File: src/rtl/capsense_seq_pkg.sv
package capsense_seq_pkg;

  typedef enum logic [1:0] {
    ST_OFF       = 2'd0,
    ST_CONV      = 2'd1,
    ST_WAIT_SLOW = 2'd2,
    ST_WAIT_FAST = 2'd3
  } seq_state_e;

  typedef enum logic [1:0] {
    PIN_FLOAT = 2'b00,
    PIN_NEG   = 2'b01,
    PIN_POS   = 2'b10,
    PIN_BIAS  = 2'b11
  } pin_code_e;

  localparam logic [1:0] MODE_FULL = 2'b00;
  localparam logic [1:0] MODE_LOW  = 2'b10;

  function automatic logic mode_is_off(input logic [1:0] m);
    return m[0];
  endfunction

endpackage

File: src/rtl/capsense_tick.sv
module capsense_tick #(
  parameter int unsigned CYCLES_PER_TICK = 4000
) (
  input  logic clk,
  input  logic rst,
  output logic tick_o
);
  localparam int unsigned CW = (CYCLES_PER_TICK > 1) ? $clog2(CYCLES_PER_TICK) : 1;
  localparam logic [CW-1:0] WRAP = CW'(CYCLES_PER_TICK - 1);

  logic [CW-1:0] cnt_q;

  always_ff @(posedge clk) begin
    if (rst) begin
      cnt_q  <= '0;
      tick_o <= 1'b0;
    end else begin
      tick_o <= (cnt_q == WRAP);
      if (cnt_q == WRAP) cnt_q <= '0;
      else               cnt_q <= cnt_q + 1'b1;
    end
  end
endmodule

File: src/rtl/capsense_down_ctr.sv
module capsense_down_ctr #(
  parameter int unsigned W = 8
) (
  input  logic         clk,
  input  logic         rst,
  input  logic         load_i,
  input  logic [W-1:0] load_val_i,
  input  logic         tick_i,
  output logic         zero_o
);
  logic [W-1:0] cnt_q;

  always_ff @(posedge clk) begin
    if (rst)                          cnt_q <= '0;
    else if (load_i)                  cnt_q <= load_val_i;
    else if (tick_i && cnt_q != '0)   cnt_q <= cnt_q - 1'b1;
  end

  assign zero_o = (cnt_q == '0);
endmodule

File: src/rtl/capsense_mux_out.sv
module capsense_mux_out #(
  parameter int unsigned NUM_STAGES = 12,
  parameter int unsigned NUM_PINS   = 13,
  parameter int unsigned STAGE_W    = 4
) (
  input  logic                           clk,
  input  logic                           rst,
  input  logic [NUM_STAGES*NUM_PINS*2-1:0] cfg_i,
  input  logic                           load_i,
  input  logic [STAGE_W-1:0]             idx_i,
  input  logic                           clear_i,
  output logic [NUM_PINS*2-1:0]          sel_o
);
  localparam int unsigned ROW_W = NUM_PINS * 2;

  logic [ROW_W-1:0] rows [NUM_STAGES];

  for (genvar s = 0; s < NUM_STAGES; s++) begin : g_row
    assign rows[s] = cfg_i[s*ROW_W +: ROW_W];
  end

  always_ff @(posedge clk) begin
    if (rst || clear_i) sel_o <= '0;
    else if (load_i)    sel_o <= rows[idx_i];
  end
endmodule

File: src/rtl/capsense_seq_ctrl.sv
module capsense_seq_ctrl
  import capsense_seq_pkg::*;
#(
  parameter int unsigned NUM_STAGES = 12,
  parameter int unsigned STAGE_W    = 4,
  parameter int unsigned SCW        = 7,
  parameter int unsigned PCW        = 11,
  parameter int unsigned DCW        = 15,
  parameter int unsigned STG_T0     = 96,
  parameter int unsigned STG_T1     = 48,
  parameter int unsigned STG_T2     = 24,
  parameter int unsigned FAST_T     = 1125,
  parameter int unsigned DLY_STEP   = 6250
) (
  input  logic               clk,
  input  logic               rst,
  input  logic               tick_i,
  input  logic [1:0]         pwr_mode_i,
  input  logic [1:0]         decim_i,
  input  logic [STAGE_W-1:0] last_stage_i,
  input  logic [1:0]         wake_dly_i,
  input  logic               any_active_i,
  input  logic               stg_zero_i,
  input  logic               per_zero_i,
  input  logic               dly_zero_i,
  output logic               stg_load_o,
  output logic [SCW-1:0]     stg_val_o,
  output logic               per_load_o,
  output logic [PCW-1:0]     per_val_o,
  output logic               dly_load_o,
  output logic [DCW-1:0]     dly_val_o,
  output logic               mux_load_o,
  output logic               mux_clear_o,
  output logic [STAGE_W-1:0] mux_idx_o,
  output logic [STAGE_W-1:0] stage_idx_o,
  output logic               stage_start_o,
  output logic               seq_end_o,
  output logic               seq_irq_o
);
  localparam logic [STAGE_W-1:0] MAX_IDX = STAGE_W'(NUM_STAGES - 1);

  seq_state_e        st_q;
  logic [STAGE_W-1:0] last_q;
  logic [1:0]        dec_q;

  logic shut, low, stage_end, is_last;
  logic start_seq, next_stage, go_off, go_slow, go_fast, seq_done;
  logic [STAGE_W-1:0] last_clamped;

  function automatic logic [SCW-1:0] stage_len(input logic [1:0] d);
    case (d)
      2'b00:   return SCW'(STG_T0 - 1);
      2'b01:   return SCW'(STG_T1 - 1);
      default: return SCW'(STG_T2 - 1);
    endcase
  endfunction

  function automatic logic [DCW-1:0] wake_len(input logic [1:0] w);
    case (w)
      2'b00:   return DCW'(1 * DLY_STEP - 1);
      2'b01:   return DCW'(2 * DLY_STEP - 1);
      2'b10:   return DCW'(3 * DLY_STEP - 1);
      default: return DCW'(4 * DLY_STEP - 1);
    endcase
  endfunction

  always_comb begin
    shut         = mode_is_off(pwr_mode_i);
    low          = (pwr_mode_i == MODE_LOW);
    stage_end    = (st_q == ST_CONV) && tick_i && stg_zero_i;
    is_last      = (stage_idx_o == last_q);
    last_clamped = (last_stage_i > MAX_IDX) ? MAX_IDX : last_stage_i;
    start_seq    = 1'b0;
    next_stage   = 1'b0;
    go_off       = 1'b0;
    go_slow      = 1'b0;
    go_fast      = 1'b0;
    unique case (st_q)
      ST_OFF: begin
        if (!shut) start_seq = 1'b1;
      end
      ST_CONV: begin
        if (stage_end) begin
          if (shut)                      go_off     = 1'b1;
          else if (!is_last)             next_stage = 1'b1;
          else if (!low)                 start_seq  = 1'b1;
          else if (!any_active_i)        go_slow    = 1'b1;
          else if (per_zero_i)           start_seq  = 1'b1;
          else                           go_fast    = 1'b1;
        end
      end
      ST_WAIT_SLOW: begin
        if (shut)                        go_off    = 1'b1;
        else if (!low)                   start_seq = 1'b1;
        else if (tick_i && dly_zero_i)   start_seq = 1'b1;
      end
      ST_WAIT_FAST: begin
        if (shut)                        go_off    = 1'b1;
        else if (!low)                   start_seq = 1'b1;
        else if (tick_i && per_zero_i)   start_seq = 1'b1;
      end
      default: go_off = 1'b1;
    endcase
    seq_done = stage_end && !shut && is_last;
  end

  assign stg_load_o  = start_seq || next_stage;
  assign stg_val_o   = start_seq ? stage_len(decim_i) : stage_len(dec_q);
  assign per_load_o  = start_seq;
  assign per_val_o   = PCW'(FAST_T - 1);
  assign dly_load_o  = go_slow;
  assign dly_val_o   = wake_len(wake_dly_i);
  assign mux_load_o  = start_seq || next_stage;
  assign mux_clear_o = go_off || go_slow || go_fast;
  assign mux_idx_o   = start_seq ? '0 : stage_idx_o + 1'b1;

  always_ff @(posedge clk) begin
    if (rst) begin
      st_q          <= ST_OFF;
      last_q        <= '0;
      dec_q         <= '0;
      stage_idx_o   <= '0;
      stage_start_o <= 1'b0;
      seq_end_o     <= 1'b0;
      seq_irq_o     <= 1'b0;
    end else begin
      stage_start_o <= start_seq || next_stage;
      seq_end_o     <= seq_done;
      if (start_seq) begin
        st_q        <= ST_CONV;
        stage_idx_o <= '0;
        last_q      <= last_clamped;
        dec_q       <= decim_i;
      end else if (next_stage) begin
        stage_idx_o <= stage_idx_o + 1'b1;
      end else if (go_off) begin
        st_q        <= ST_OFF;
        stage_idx_o <= '0;
      end else if (go_slow) begin
        st_q        <= ST_WAIT_SLOW;
        stage_idx_o <= '0;
      end else if (go_fast) begin
        st_q        <= ST_WAIT_FAST;
        stage_idx_o <= '0;
      end
      if (go_off)                               seq_irq_o <= 1'b0;
      else if (seq_done)                        seq_irq_o <= 1'b1;
      else if (stage_end && stage_idx_o == '0)  seq_irq_o <= 1'b0;
    end
  end
endmodule

File: src/rtl/capsense_seq_top.sv
module capsense_seq_top #(
  parameter int unsigned NUM_STAGES      = 12,
  parameter int unsigned NUM_PINS        = 13,
  parameter int unsigned TICK_US         = 32,
  parameter int unsigned CYCLES_PER_TICK = 4000,
  parameter int unsigned STAGE_W         = $clog2(NUM_STAGES)
) (
  input  logic                             clk,
  input  logic                             rst,
  input  logic [1:0]                       pwr_mode_i,
  input  logic [1:0]                       decim_i,
  input  logic [STAGE_W-1:0]               last_stage_i,
  input  logic [1:0]                       wake_dly_i,
  input  logic                             any_active_i,
  input  logic [NUM_STAGES*NUM_PINS*2-1:0] mux_cfg_i,
  output logic [STAGE_W-1:0]               stage_idx_o,
  output logic                             stage_start_o,
  output logic                             seq_end_o,
  output logic                             seq_irq_o,
  output logic [NUM_PINS*2-1:0]            mux_sel_o
);
  localparam int unsigned STG_T0   = 3072 / TICK_US;
  localparam int unsigned STG_T1   = 1536 / TICK_US;
  localparam int unsigned STG_T2   = 768 / TICK_US;
  localparam int unsigned FAST_T   = 36000 / TICK_US;
  localparam int unsigned DLY_STEP = 200000 / TICK_US;
  localparam int unsigned SCW      = $clog2(STG_T0 + 1);
  localparam int unsigned PCW      = $clog2(FAST_T + 1);
  localparam int unsigned DCW      = $clog2(4 * DLY_STEP + 1);

  logic tick;
  logic stg_load, per_load, dly_load;
  logic [SCW-1:0] stg_val;
  logic [PCW-1:0] per_val;
  logic [DCW-1:0] dly_val;
  logic stg_zero, per_zero, dly_zero;
  logic mux_load, mux_clear;
  logic [STAGE_W-1:0] mux_idx;

  capsense_tick #(.CYCLES_PER_TICK(CYCLES_PER_TICK)) u_tick (
    .clk(clk), .rst(rst), .tick_o(tick)
  );

  capsense_down_ctr #(.W(SCW)) u_stage_ctr (
    .clk(clk), .rst(rst), .load_i(stg_load), .load_val_i(stg_val),
    .tick_i(tick), .zero_o(stg_zero)
  );

  capsense_down_ctr #(.W(PCW)) u_period_ctr (
    .clk(clk), .rst(rst), .load_i(per_load), .load_val_i(per_val),
    .tick_i(tick), .zero_o(per_zero)
  );

  capsense_down_ctr #(.W(DCW)) u_wake_ctr (
    .clk(clk), .rst(rst), .load_i(dly_load), .load_val_i(dly_val),
    .tick_i(tick), .zero_o(dly_zero)
  );

  capsense_seq_ctrl #(
    .NUM_STAGES(NUM_STAGES), .STAGE_W(STAGE_W), .SCW(SCW), .PCW(PCW), .DCW(DCW),
    .STG_T0(STG_T0), .STG_T1(STG_T1), .STG_T2(STG_T2),
    .FAST_T(FAST_T), .DLY_STEP(DLY_STEP)
  ) u_ctrl (
    .clk(clk), .rst(rst), .tick_i(tick),
    .pwr_mode_i(pwr_mode_i), .decim_i(decim_i), .last_stage_i(last_stage_i),
    .wake_dly_i(wake_dly_i), .any_active_i(any_active_i),
    .stg_zero_i(stg_zero), .per_zero_i(per_zero), .dly_zero_i(dly_zero),
    .stg_load_o(stg_load), .stg_val_o(stg_val),
    .per_load_o(per_load), .per_val_o(per_val),
    .dly_load_o(dly_load), .dly_val_o(dly_val),
    .mux_load_o(mux_load), .mux_clear_o(mux_clear), .mux_idx_o(mux_idx),
    .stage_idx_o(stage_idx_o), .stage_start_o(stage_start_o),
    .seq_end_o(seq_end_o), .seq_irq_o(seq_irq_o)
  );

  capsense_mux_out #(
    .NUM_STAGES(NUM_STAGES), .NUM_PINS(NUM_PINS), .STAGE_W(STAGE_W)
  ) u_mux (
    .clk(clk), .rst(rst), .cfg_i(mux_cfg_i), .load_i(mux_load),
    .idx_i(mux_idx), .clear_i(mux_clear), .sel_o(mux_sel_o)
  );
endmodule

File: config.mk
export PLATFORM = sky130hd
export DESIGN_NAME = capsense_seq_top
export DESIGN_NICKNAME = d
export VERILOG_FILES = /design/src/rtl/capsense_seq_pkg.sv /design/src/rtl/capsense_tick.sv /design/src/rtl/capsense_down_ctr.sv /design/src/rtl/capsense_mux_out.sv /design/src/rtl/capsense_seq_ctrl.sv /design/src/rtl/capsense_seq_top.sv
export SDC_FILE = /design/constraint.sdc
export NUM_CORES = 1
export LEC_CHECK = 0
export BUFFER_PORTS_ARGS = -buffer_cell sky130_fd_sc_hd__buf_2
export CORE_ASPECT_RATIO = 2
export CORE_MARGIN = 4
export CORE_UTILIZATION = 37
export DETAILED_ROUTE_END_ITERATION = 6
export GPL_TIMING_DRIVEN = 0
export PLACE_DENSITY = 0.75
export SLEW_MARGIN = 20
export SYNTH_ARGS = -nofsm -noshare
export SYNTH_HDL_FRONTEND = slang
export SYNTH_SLANG_ARGS = --single-unit
File: constraint.sdc
create_clock -name clk -period 4.4 [get_ports clk]
set_clock_uncertainty 0.2 [all_clocks]
set_input_delay 0.44 -clock clk [delete_from_list [all_inputs] [get_ports clk]]
set_output_delay 0.44 -clock clk [all_outputs]
set_load 0.005 [all_outputs]
Word-level counts from Yosys, hierarchy flattened
Cells that the tools add are included.

cells by class
  add/subtract/negate cells = 5
  multiplexer cells = 60
  eq/ne operators = 11
  $lt $le $gt $ge = 2
  bitwise logic cells = 2
  reductions and logical operators = 39

operators by type and width
  cell                   count
  $bmux 26 s4            1
  $mux 26                2
  $pmux 15 s3            1
  $mux 1                 36
  $mux 15                2
  $pmux 7 s2             2
  $mux 4                 6
  $mux 11                2
  $mux 7                 3
  $logic_not 15->1       1
  $reduce_bool 15->1     1
  $sub 15x1->15 const B  1
  $add 12x1->12 const B  1
  $eq 12x12->1 const B   1
  $logic_not 11->1       1
  $reduce_bool 11->1     1
  $sub 11x1->11 const B  1
  $logic_and 1x1->1      10
  $eq 2x1->1 const B     4
  $eq 2x2->1 const B     4
  $logic_not 2->1        4
  $reduce_bool 2->1      4
  $reduce_bool 4->1      2
  $reduce_or 2->1        4
  18 further kinds       24

word-level totals
  bits of input ports = 325
  output and inout port bits = 33
  logic and storage cells = 134
  bits in registers = 87

Logic depth before layout (Yosys ltp)
Gate-level depths: netlist of run 1.

  word-level depth = 13
  mapped depth = 13
  depth with buffers taken out = 9

Modules after synthesis
Synthesis of run 1 repeated with hierarchy kept, for this count alone.

second synthesis, totals
  cells, all modules = 810
  area, all modules = 7264.5 um^2

modules (own cells, without submodules)
  module                            sequential area each (um^2)  cells an instance  instances  area each (um^2)
  capsense_mux_out                  520.5                        362                1          3417.0
  capsense_seq_ctrl                 300.3                        155                1          1320.0
  capsense_down_ctr (u_wake_ctr)    300.3                        106                1          858.3
  capsense_down_ctr (u_period_ctr)  220.2                        77                 1          674.4
  capsense_tick                     260.2                        62                 1          575.6
  capsense_down_ctr (u_stage_ctr)   140.1                        48                 1          419.2

Worst setup path after synthesis of run 1
OpenSTA, ideal clock, no wires.

  kind = reg-to-reg
  start point = register u_ctrl.stage_idx_o[0]
  end point = register u_mux.sel_o[12]
  setup time = 136 ps
  required time = 4064 ps
  clock period less this slack = 3314 ps
  stages on the path, launching flop included = 12
  data arrival time = 2978 ps
  slack = 1086 ps
  buffers on the path = 5
  path through = dfxtp_1 > buf_2 > buf_1 > inv_2 > clkbuf_1 > ha_1 > clkbuf_1 > nor3b_1 > clkbuf_1 > a211oi_1 > a22oi_1 > o311ai_1

between the ends
  word-level cells in the longest chain between the ends = 10
  elaborated cells on any way between the ends = 27
  classes of those cells = 1 x add/sub; 1 x eq/ne; 20 x mux; 1 x bitwise; 4 x reduce/logical

ends and longest elaborated chain
  item                                        RTL line                  text
  from (decl)                                 capsense_seq_ctrl.sv:35   output logic [STAGE_W-1:0] stage_idx_o,
  from (signal assigned)                      capsense_seq_ctrl.sv:135  stage_idx_o <= stage_idx_o + 1'b1;
  $eq 4x4->1                                  capsense_seq_ctrl.sv:71   is_last = (stage_idx_o == last_q);
  $mux 1                                      capsense_seq_ctrl.sv:85   else if (!is_last) next_stage = 1'b1;
  $mux 1                                      capsense_seq_ctrl.sv:84   if (shut) go_off = 1'b1;
  $mux 1                                      capsense_seq_ctrl.sv:83   if (stage_end) begin
  $pmux 1 s4                                  capsense_seq_ctrl.sv:78   unique case (st_q)
  $mux 4                                      capsense_seq_ctrl.sv:115  assign mux_idx_o = start_seq ? '0 : stage_idx_o + 1'b1;
  $not 4->5 (not written as such)             capsense_mux_out.sv:24    else if (load_i) sel_o <= rows[idx_i];
  $bmux 26 s4                                 capsense_mux_out.sv:24
  $mux 26 (not written as such) (2 in a row)  capsense_mux_out.sv:24
  to (signal assigned)                        capsense_mux_out.sv:24
  to (decl)                                   capsense_mux_out.sv:12    output logic [NUM_PINS*2-1:0] sel_o

Parallel ways exist; a longest one is shown, timed or not. The select of a mux whose other input is x is not followed.
A chain may end at the register's enable or synchronous reset.

Worst setup path after layout of run 1
  start point = register u_ctrl.stage_idx_o[0]
  end point = register u_mux.sel_o[15]

The elaborated chain is that of the path after synthesis.

==> summary.md, run 1 <==
| Metric | Value |
|---|---|
| Hold-fix buffers, CTS | 0 |
| Crit end category | flop |
| Synth top area share | 0.247 |
| DRT Wirelength | 35500 um |
| Placed cells | 1537 |
| DR WL/cell | 22.7 um |
| Layout area overhead | 35.0% |
| Avg Cell Area, Syn | roughly 7.6 sq um |
| Latest clock arrival within the worst-skew pair | 350 ps |
| Critical path type | reg -> reg |
| Finished Layout Cells | between 1500 and 2000 |
| Dpl hpwl | 29100 um |
| Overall power | 2.12 mW |
| Total leakage power | 3.99 nW |
| Clock share of power | 0.396 |
| RSZ-0062 raised after global routing | no |
| Routed length on met2 | roughly 18000 um |
| Synth warn | 0 |
| Critical Path RT | between 4000 and 5000 ps |
| Layout cells sized above 1 | 0.313 |
| Top Layer Used | met5 |
| Critical path's slowest cell | clkbuf_1 |
| Num rows | 71 |
| Final #Nets | 1630 |
| Tcrit/Tclk final | 0.943 |
| Int Power | 1.49 mW |
| Clock transition at path regs | 70 ps |
| Post-route DRC | 0 |
| Async set-reset flop share out of synthesis | 0 |
| Status | finished, final reports clean |
| Setup total negative slack | 0 ps |
| Post-Place Worst Slack | -214 ps |
| Main synth FF type | dfxtp_1 |
| Worst reg2reg path startpoint | u_ctrl.stage_idx_o[0] |
| Worst vdd ir | between 0.0002 and 0.00025 V |
| # Post-CTS Setup Buffers | 0 |
| PD cells | 223 nW/um^2 |
| Synth area leaders | dfxtp_1 (25%), mux2i_1 (8.0%), a211oi_1 (6.3%) |
| DIE AREA | 21400 sq um |
| Vias in the first global route | 9179 |
| FILL cells | 1941 |
| Initial antenna violation count | 10 |
| Critical path origin | u_ctrl.stage_idx_o[0] |
| Yosys top cell by area | dfxtp_1 |
| Sequential-to-total area share from yosys stat | 0.247 |
| Final setup viols | 0 |
| Reg power frac | 0.396 |
| Initial core utilization | 0.375 |
| Met3 wire length | 2900 um |
| Initial DRC Count | about 690 |
| Detailed Routing Iterations Pass 1 | 6 |
| Gpl congestion | 0.946 |
| Fmax | about 0.24 GHz |
| Crit path time final | 4150 ps |
| Synthesized cell area | roughly 7000 sq um |
| ANT nets after route | 0 |
| Combinational cell fraction of total power | 0.207 |
| Final hold violation count | 0 |
| Worst path max stage delay | 480 ps |
| Top fanout value on the critical path | 10 |
| Fin. max-slew vios | 0 |
| PortBufs | 357 |
| Final worst slack | 250 ps |
| Total gr overflow | 0 |
| Vias | approximately 9000 |
| Sw power | approximately 0.63 mW |
| Post-Route M1 WL | 12300 um |
| Cts bufs inserted | 9 |
| Worst slew pin tran | ~1100 ps |
| All-Layer GR Usage | 0.313 |
| Core area | between 15000 and 20000 sq um |
| CP Cell Sequence | buf_2, buf_2, inv_2, clkbuf_1, ha_1, clkbuf_1, nor3b_2, buf_4, clkbuf_1, a211oi_1, a22oi_1, o311ai_1 |
| CTS tree | yes |
| Min-delay worst type | in -> reg |
| Die span in y | 203 um |
| Max-cap violations | 0 |
| First-pass GRT wire length | slightly above 50000 um |
| Via/cell ratio | 5.78 |
| Synth cell types | 56 |
| Syn Nets | 1261 |
| # IOs | 358 |
| Crit start category | flop |
| CTS H-Tree Depth | 3 |
| Largest net degree at the start of global routing | 18 |
| Synthesized instance count | 923 |
| Crit path top cell by count | clkbuf_1 |
| # resized after CTS | 1 |
| Synth Register Bits | 87 |
| Clock Sinks | 87 |
| Hold path start | rst |
| Worst path arrival time | ~4200 ps |
| CTS Buffer Depth | 2 |
| Root buf cell | clkbuf_16 |
| Relative slew slack | 0.261 |
| Sw Share | 0.298 |
| Post-synth EDFFs | 0 |
| Die Wd | 106 um |
-- stage by stage --
step	area, sq um	utilization	hold slack [ps]
final	9500	0.507	169
after global routing	9500	0.507	180
after CTS	9480	0.506	148
after floorplan	7040	-	230
after global placement	9140	0.488	242
after detailed placement	9170	0.489	250
-- layout by cell type, fill, tap and decap left out, types with 31 or more instances in the layout --
cell type / n
nand2b_1: 58
buf_2: 365
o21ai_0: 32
nand2_1: 62
nor2_1: 106
or3_1: 31
clkbuf_1: 54
a211oi_1: 59
dfxtp_1: 87
a21oi_1: 58
mux2i_1: 56
-- synthesized netlist by cell type, types with 23 or more instances --
cell type,instances
nand2b_1,58
dfxtp_1,87
nor2_1,106
nand2_1,62
a21oi_1,58
or3_1,31
a211oi_1,59
o21ai_0,32
a2bb2oi_1,27
clkbuf_1,57
a22oi_1,25
and2_1,26
o311ai_1,23
mux2i_1,56
a32o_1,26
-- kinds of logic (layout without fill, tap and decap cells) --
logic type                 Yosys count  count (layout)  share of synthesized area
and+or+nand+nor                    360             360                      0.265
AOI/OAI and AO/OA                  272             272                      0.279
DFF                                 87              87                      0.247
other                                0               8                          0
buffers and inverters               96             470                     0.0578
adders and majority gates           13              13                     0.0231
muxes                               56              56                     0.0796
xor gates and xnor gates            39              39                     0.0485
-- path summary, 6_finish.rpt --
kind | depth (start not counted) | slack [ps] | endpoint
min reg2reg | 2 | 270 | u_mux.sel_o[4]
min | 2 | 170 | u_tick.tick_o
max reg2reg | 12 | 250 | u_mux.sel_o[15]
max | 12 | 250 | u_mux.sel_o[15]
-- power by group through the flow --
stage	Sequential [mW]	Clock, mW	Combinational (mW)
global placement	0.856	0	0.422
floorplan	0.854	0	0.193
detailed placement	0.858	0	0.432
global route	0.843	0.879	0.477
finish	0.841	0.841	0.440
CTS	0.840	0.856	0.435
-- registers in the layout, indices dropped and copies added (netlist names), 2 cells and up --
name,flops
u_wake_ctr.cnt_q,15
u_ctrl.st_q,2
u_ctrl.stage_idx_o,4
u_tick.cnt_q,12
u_ctrl.last_q,4
u_ctrl.dec_q,2
u_mux.sel_o,26
u_stage_ctr.cnt_q,7
u_period_ctr.cnt_q,11
-- worst max-delay path: cells and delay by family (launching register included) --
kind | cells | cell delay (ps)
AND/OR/NAND/NOR | 1 | 280
flip-flops | 1 | 410
adder cells (fa/ha/maj) | 1 | 430
buffers and inverters | 7 | 2150
AO/OA/AOI/OAI | 3 | 520
-- metal layers --
metal,GRT usage,up-vias
li1,-,4170
met1,0.314,4197
met2,0.577,520
met3,0.0754,119
met5,0,-
met4,0.186,4
-- layout make-up --
| type | count | area, sq um | share of cell area |
|---|---|---|---|
| multi-input cells | 740 | 4900 | 0.516 |
| repair buffers | 359 | 1800 | 0.190 |
| flip-flops and latches | 87 | 1740 | 0.183 |
| plain buffers | 74 | 328 | 0.0345 |
| well taps | 255 | 319 | 0.0336 |
| clock buffers | 9 | 225 | 0.0237 |
| clock inverters | 7 | 86.3 | 0.00909 |
| inverters | 21 | 78.8 | 0.00830 |
| diodes | 8 | 20.0 | 0.00211 |
No activity file was read; power rests on OpenSTA's default activity.
==> run 2: changes to the inputs <==
CELL_PAD_IN_SITES_DETAIL_PLACEMENT = 0   (was default)
CELL_PAD_IN_SITES_GLOBAL_PLACEMENT = 1   (was default)
CORE_UTILIZATION = 32   (was 37)
GPL_TIMING_DRIVEN = 1   (was 0)
PLACE_DENSITY = 0.9   (was 0.75)
==> summary.md, run 2 (synthesized netlist as in run 1, its figures left out) <==
| Metric | Value |
|---|---|
| Largest net degree at the start of global routing | 77 (+59) |
| Final hold violation count | 0 (unchanged) |
| Total leakage power | 3.91 nW (-1.9%) |
| Latest clock arrival within the worst-skew pair | 360 ps (about the same) |
| CTS tree | yes |
| Total gr overflow | 0 (unchanged) |
| Initial antenna violation count | 5 (-5) |
| Dpl hpwl | 24200 um (-17%) |
| Die Wd | 113 um (+7.0%) |
| Final Util | 0.433 (-0.0743) |
| Detailed Routing Iterations Pass 1 | 5 (-1) |
| RSZ-0062 raised after global routing | no |
| Tcrit/Tclk final | 0.836 (-0.107) |
| ANT nets after route | 0 (unchanged) |
| Max reg flops | 26 (unchanged) |
| # Post-CTS Setup Buffers | 0 (unchanged) |
| Combinational cell fraction of total power | 0.204 (-0.003) |
| Hold-fix buffers, CTS | 0 (unchanged) |
| Layout area overhead | 32.7% |
| Crit path time final | 3680 ps (-472 ps) |
| Critical Path RT | 4430 ps (+20 ps) |
| CTS Buffer Depth | 2 (unchanged) |
| Largest registers | u_mux.sel_o (26), u_wake_ctr.cnt_q (15), u_tick.cnt_q (12) |
| Reg power frac | 0.410 (+0.014) |
| DR WL/cell | 20.8 um (-8.5%) |
| Max-cap violations | 0 (unchanged) |
| Clock share of power | 0.386 (-0.010) |
| PortBufs | 357 (unchanged) |
| Final setup viols | 0 (unchanged) |
| Crit start category | flop |
| Clock Sinks | 87 (unchanged) |
| Die span in y | 218 um (+7.2%) |
| Worst path arrival time | 3700 ps (-460 ps) |
| Worst vdd ir | 0.000127 V (-40%) |
| Most common cell after layout, fill and taps aside | buf_2 |
| CTS H-Tree Depth | 3 (unchanged) |
| # IOs | 358 (unchanged) |
| First-pass GRT wire length | 46900 um (-9.5%) |
| Clock transition at path regs | 80 ps (about the same) |
| Sw Share | 0.301 (+0.00306) |
| # resized after CTS | 0 (-1) |
| Min-delay worst type | in -> reg |
| Initial core utilization | 0.326 (-0.0494) |
| Critical path type | reg -> reg |
| Status | finished, final reports clean |
| DRT Wirelength | 31600 um (-11%) |
| Num rows | 76 (+7.0%) |
| All-Layer GR Usage | 0.243 (-0.0700) |
| Worst slew pin tran | 989 ps (-110 ps) |
| Setup total negative slack | 0 ps (unchanged) |
| Root buf cell | clkbuf_16 |
| Commonest non-fill, non-tap cells in the layout | buf_2 (357), nor2_1 (104), dfxtp_1 (86) |
| Fin. max-slew vios | 0 (unchanged) |
| Fmax | 0.272 GHz (+13%) |
| Cts bufs inserted | 9 (unchanged) |
| Gpl congestion | 0.880 (-7.0%) |
| Crit end category | flop |
| Vias in the first global route | 8548 (-6.9%) |
| Post-route DRC | 0 (unchanged) |
| Core area | 21600 sq um (+15%) |
| Int Power | 1.43 mW (-4.1%) |
| Via/cell ratio | 5.59 (-3.2%) |
| Layout cells sized above 1 | 0.331 (+0.0179) |
| Relative slew slack | 0.341 (+0.0796) |
| PD cells | 219 nW/um^2 (-2.0%) |
| Initial DRC Count | 647 (-6.5%) |
| Sw power | 0.616 mW (-2.7%) |
| Register name with the most flops | u_mux.sel_o |
| Final #Nets | 1572 (-3.6%) |
| Overall power | 2.04 mW (-3.7%) |
| Vias | 8484 (-5.8%) |
| DIE AREA | 24600 sq um (+15%) |
| Top fanout value on the critical path | 18 (+8) |
[run 2: cell count changes in the layout (fill, tap and decap cells not counted), moves of 2 or more]
| cell | change |
|---|---|
| clkbuf_1 | -54 |
| buf_4 | +12 |
| buf_2 | -8 |
| buf_1 | -3 |
| buf_6 | -3 |
| diode_2 | -3 |
| clkbuf_2 | -2 |
| clkinv_8 | +2 |
| nor2_1 | -2 |
[run 2: power groups by stage]
stage,logic [mW],clock network [mW],registers (mW)
final,0.418,0.789,0.838
after CTS,0.418,0.804,0.838
after detailed placement,0.415,0,0.856
after global placement,0.410,0,0.855
after global routing,0.460,0.828,0.841
after floorplan,0.193,0,0.854
[run 2: per-layer routing]
metal,GRT usage,vias up,part of all wire
met5,0,-,0
met4,0.143,0,0.052
met3,0.0447,93,0.071
met2,0.434,394,0.51
met1,0.264,3960,0.37
li1,-,4037,-
[run 2: worst max-delay path: stages (launching register included)]
cell and delay, ps:
dfxtp_1 320, inv_1 110, ha_1 160, or3b_2 450
or4_1 560, o211ai_2 380, nor3_2 180, and2_1 520
buf_4 350, a22oi_1 200, o311ai_1 110
[run 2: stage by stage]
| stage | hold slack, ps | instance area (sq um) | setup slack [ps] | cells |
|---|---|---|---|---|
| CTS | 129 | 9320 | 728 | 1512 |
| finish | 141 | 9340 | 722 | 1517 |
| global route | 152 | 9340 | 506 | 1517 |
| detailed placement | 253 | 9020 | 747 | 1496 |
| global placement | 244 | 9020 | 819 | 1496 |
| floorplan | 230 | 7040 | 1090 | 923 |
[run 2: area by class of cell]
class,instances,area [sq um]
flip-flops and latches,87,1750
diodes,5,12.5
repair buffers,375,1920
inverters,21,78.8
fillers,2242,12200
multi-input cells,740,4940
clock buffers,9,225
clock inverters,7,76.3
well taps,273,342
[run 2: worst paths after layout]
path,startpoint,end,slack (ps),depth (start not counted)
setup reg to reg,u_wake_ctr.cnt_q[0],u_mux.sel_o[14],720,10
hold / removal,decim_i[0],u_ctrl.dec_q[0],140,3
hold reg to reg,u_tick.cnt_q[0],u_tick.cnt_q[0],260,1
setup / recovery,u_wake_ctr.cnt_q[0],u_mux.sel_o[14],720,10
==> run 3: changes to the inputs <==
ABC_AREA = 1   (was default)
PLACE_DENSITY = 0.91   (was 0.9)
clock period = 3.8 ns   (was 4.4 ns; I/O delays follow)
==> summary.md, run 3 <==
| Metric | Value |
|---|---|
| Via/cell ratio | 5.13 (-8.3%) |
| Most common cell after layout, fill and taps aside | buf_2 |
| Synthesized instance count | 1490 (+61%) |
| Vias in the first global route | 10600 (+24%) |
| Crit start category | flop |
| Vias | 10900 (+28%) |
| Critical path type | reg -> reg |
| Final #Nets | 2107 (+34%) |
| PortBufs | 357 (unchanged) |
| Hold path start | decim_i[0] |
| CTS H-Tree Depth | 3 (unchanged) |
| Final hold violation count | 0 (unchanged) |
| CTS tree | yes |
| GR Util met1 | 0.259 (-0.00543) |
| # Post-CTS Setup Buffers | 0 (unchanged) |
| Gpl congestion | 0.977 (+11%) |
| Post-DP Area | 10300 sq um (+14%) |
| DR WL/cell | 18.1 um (-13%) |
| Overall power | 2.62 mW (+28%) |
| Largest registers | u_mux.sel_o (26), u_wake_ctr.cnt_q (15), u_tick.cnt_q (12) |
| Root buf cell | clkbuf_16 |
| # resized after CTS | 0 (unchanged) |
| Relative slew slack | 0.254 (-0.0861) |
| Post-route DRC | 0 (unchanged) |
| Critical path's slowest cell | inv_2 |
| Simple-gate share of the synthesized area | 0.467 (+0.203) |
| Mux share of post-synthesis cell area | 0 (-0.0796) |
| Top fanout value on the critical path | 26 (+8) |
| Fin. max-slew vios | 0 (unchanged) |
| Grt met3 use | 0.0333 (-0.0114) |
| End point of the critical path | u_mux.sel_o[18] |
| Largest family of logic cells by synthesized area | simple AND/OR/NAND/NOR gates |
| Register name with the most flops | u_mux.sel_o |
| Die Wd | 122 um (+8.2%) |
| Worst path max stage delay | 430 ps (-130 ps) |
| Clock Sinks | 87 (unchanged) |
| Worst r2r dst | u_mux.sel_o[18] |
| R2r worst-path depth | 15 (+5) |
| Total gr overflow | 0 (unchanged) |
| Initial antenna violation count | 7 (+2) |
| Worst slew pin tran | 1120 ps (+129 ps) |
| Sequential-to-total area share from yosys stat | 0.209 (-0.0387) |
| Post-Place Worst Slack | 749 ps (+2.39 ps) |
| FILL cells | 2886 (+29%) |
| Synth warn | 0 (unchanged) |
| Compound-gate portion of the synthesized area | 0.105 (-0.173) |
| R2R setup slack | 690 ps (-30 ps) |
| Dpl hpwl | 29700 um (+23%) |
| First-pass GRT wire length | 56800 um (+21%) |
| Area share of xor/xnor cells in the synthesized design | 0.0252 (-0.0233) |
| Tcrit/Tclk final | 0.818 (-0.0176) |
| Fmax | 0.322 GHz (+18%) |
| Max-cap violations | 0 (unchanged) |
| Core area | 25700 sq um (+19%) |
| Synth Register Bits | 87 (unchanged) |
| Initial core utilization | 0.325 (-0.000797) |
| Final setup viols | 0 (unchanged) |
| Main synth FF type | dfxtp_1 |
| Worst reg2reg path startpoint | u_period_ctr.cnt_q[0] |
| Layout cells sized above 1 | 0.245 (-0.0863) |
| Synth cell types | 39 (-30%) |
| Syn Nets | 1828 (+45%) |
| Yosys top cell by area | dfxtp_1 |
| Most Used Layer, Global Route | met2 |
| Num rows | 83 (+9.2%) |
| ANT nets after route | 0 (unchanged) |
| Total leakage power | 6.11 nW (+56%) |
| CTS Buffer Depth | 2 (unchanged) |
| CP Cell Sequence | inv_1, ha_1, nand2_1, nor2_1, nand3_1, nand2_1, a21oi_4, nand2_4, inv_2, nand3_1, inv_2, nand3_1, nand2_1, inv_1, a21oi_1 |
| PD cells | 246 nW/um^2 (+13%) |
| Fin area | 10600 sq um (+14%) |
| Critical Path RT | 3880 ps (-550 ps) |
| Worst path arrival time | 3190 ps (-510 ps) |
| Post-synth EDFFs | 0 (unchanged) |
| Layout area overhead | 27.6% |
| Worst vdd ir | 0.000226 V (+78%) |
| Synth top area share | 0.209 (-0.0387) |
| All-Layer GR Usage | 0.254 (+0.0102) |
| Detailed Routing Iterations Pass 1 | 5 (unchanged) |
| Clock transition at path regs | 70 ps (about the same) |
| Min-delay worst type | in -> reg |
| Adder-Cell Fraction of Synth Area | 0.0195 (-0.00362) |
| Async set-reset flop share out of synthesis | 0 (unchanged) |
| DIE AREA | 28900 sq um (+18%) |
| Commonest cells in the netlist | nand2_1 (272), inv_1 (258), nand3_1 (205) |
| Initial DRC Count | 956 (+48%) |
| Commonest non-fill, non-tap cells in the layout | buf_2 (357), nand2_1 (272), inv_1 (258) |
| Avg Cell Area, Syn | 5.60 sq um (-27%) |
| Crit path time final | 3110 ps (-568 ps) |
| Max reg flops | 26 (unchanged) |
| Count leader, synth | nand2_1 |
| Final Util | 0.415 (-0.0178) |
| DRT Wirelength | 38300 um (+21%) |
| Die span in y | 236 um (+8.6%) |
| Status | finished, final reports clean |
| Largest net degree at the start of global routing | 211 (+170%) |
| Synthesized cell area | 8340 sq um (+19%) |
| Cts bufs inserted | 9 (unchanged) |
| Final worst slack | 691 ps (-31.5 ps) |
| Hold-fix buffers, CTS | 0 (unchanged) |
| Latest clock arrival within the worst-skew pair | 350 ps (about the same) |
| # IOs | 358 (unchanged) |
| Cell count of the worst hold path | 3 (unchanged) |
| Crit end category | flop |
| Synth area leaders | dfxtp_1 (21%), nand3_1 (12%), nand2_1 (12%) |
| M2 GR Usage | 0.484 (+0.0503) |
| Critical path origin | u_period_ctr.cnt_q[0] |
| Setup total negative slack | 0 ps (unchanged) |
| RSZ-0062 raised after global routing | no |
## run 3: cell count changes after synthesis, moves of 31 or more
cell      before  now
nand4_1       11  134
o21ai_1        1   33
nand2_1       62  272
or3_1         31    0
nor2_1       106  165
mux2i_1       56    0
a211oi_1      59    2
nand3_1       10  205
inv_1         20  258
buf_2          7   45
nand2b_1      58    0
## run 3: kinds of logic after synthesis
family                   count (synthesis)
AND/OR/NAND/NOR                        837
adder cells (fa/ha/maj)                 13
buffers and inverters                  368
AO/OA/AOI/OAI                          161
flip-flops                              87
XOR/XNOR                                24
## run 3: critical path, delay by kind of cell, from the launching register on
kind            cells  cell delay, ps
simple gates        8            1060
buf+inv             4             750
compound gates      2             450
flops               1             330
fa+ha+maj           1             220
## run 3: where the power goes
group	leakage (nW)	internal [mW]	total, mW	switching, mW
combinational	5.25	0.300	0.702	0.402
clock	0.149	0.531	0.932	0.401
sequential	0.712	0.957	0.989	0.0315
## run 3: cell type report
type	instances	area, sq um	share of cell area
timing repair buffer	371	1980	0.186
tap	340	425	0.0400
sequential	87	1740	0.164
multi-input combinational	1035	5170	0.486
clock buffer	10	239	0.0225
antenna	6	15.0	0.00141
inverter	265	1000	0.0939
clock inverter	6	68.8	0.00647
## run 3: metal layers
metal / share of wire / vias up
met2: 0.55 / 443
met1: 0.34 / 4936
met4: 0.051 / 2
met3: 0.056 / 87
li1: - / 5403
met5: 0.00026 / -
## run 3: worst min path at each step
stage	end	slack [ps]
after floorplan	u_tick.cnt_q[0]	220
after global placement	u_tick.cnt_q[0]	230
after detailed placement	u_tick.cnt_q[0]	240
after CTS	u_ctrl.dec_q[0]	90
after global routing	u_ctrl.dec_q[0]	100
final	u_ctrl.dec_q[0]	110
## run 3: through the flow
stage	instances	hold slack, ps
5_1_grt	2120	100
2_1_floorplan	1490	218
6_report	2120	105
4_1_cts	2114	94.6
3_5_place_dp	2098	244
3_3_place_gp	2098	231
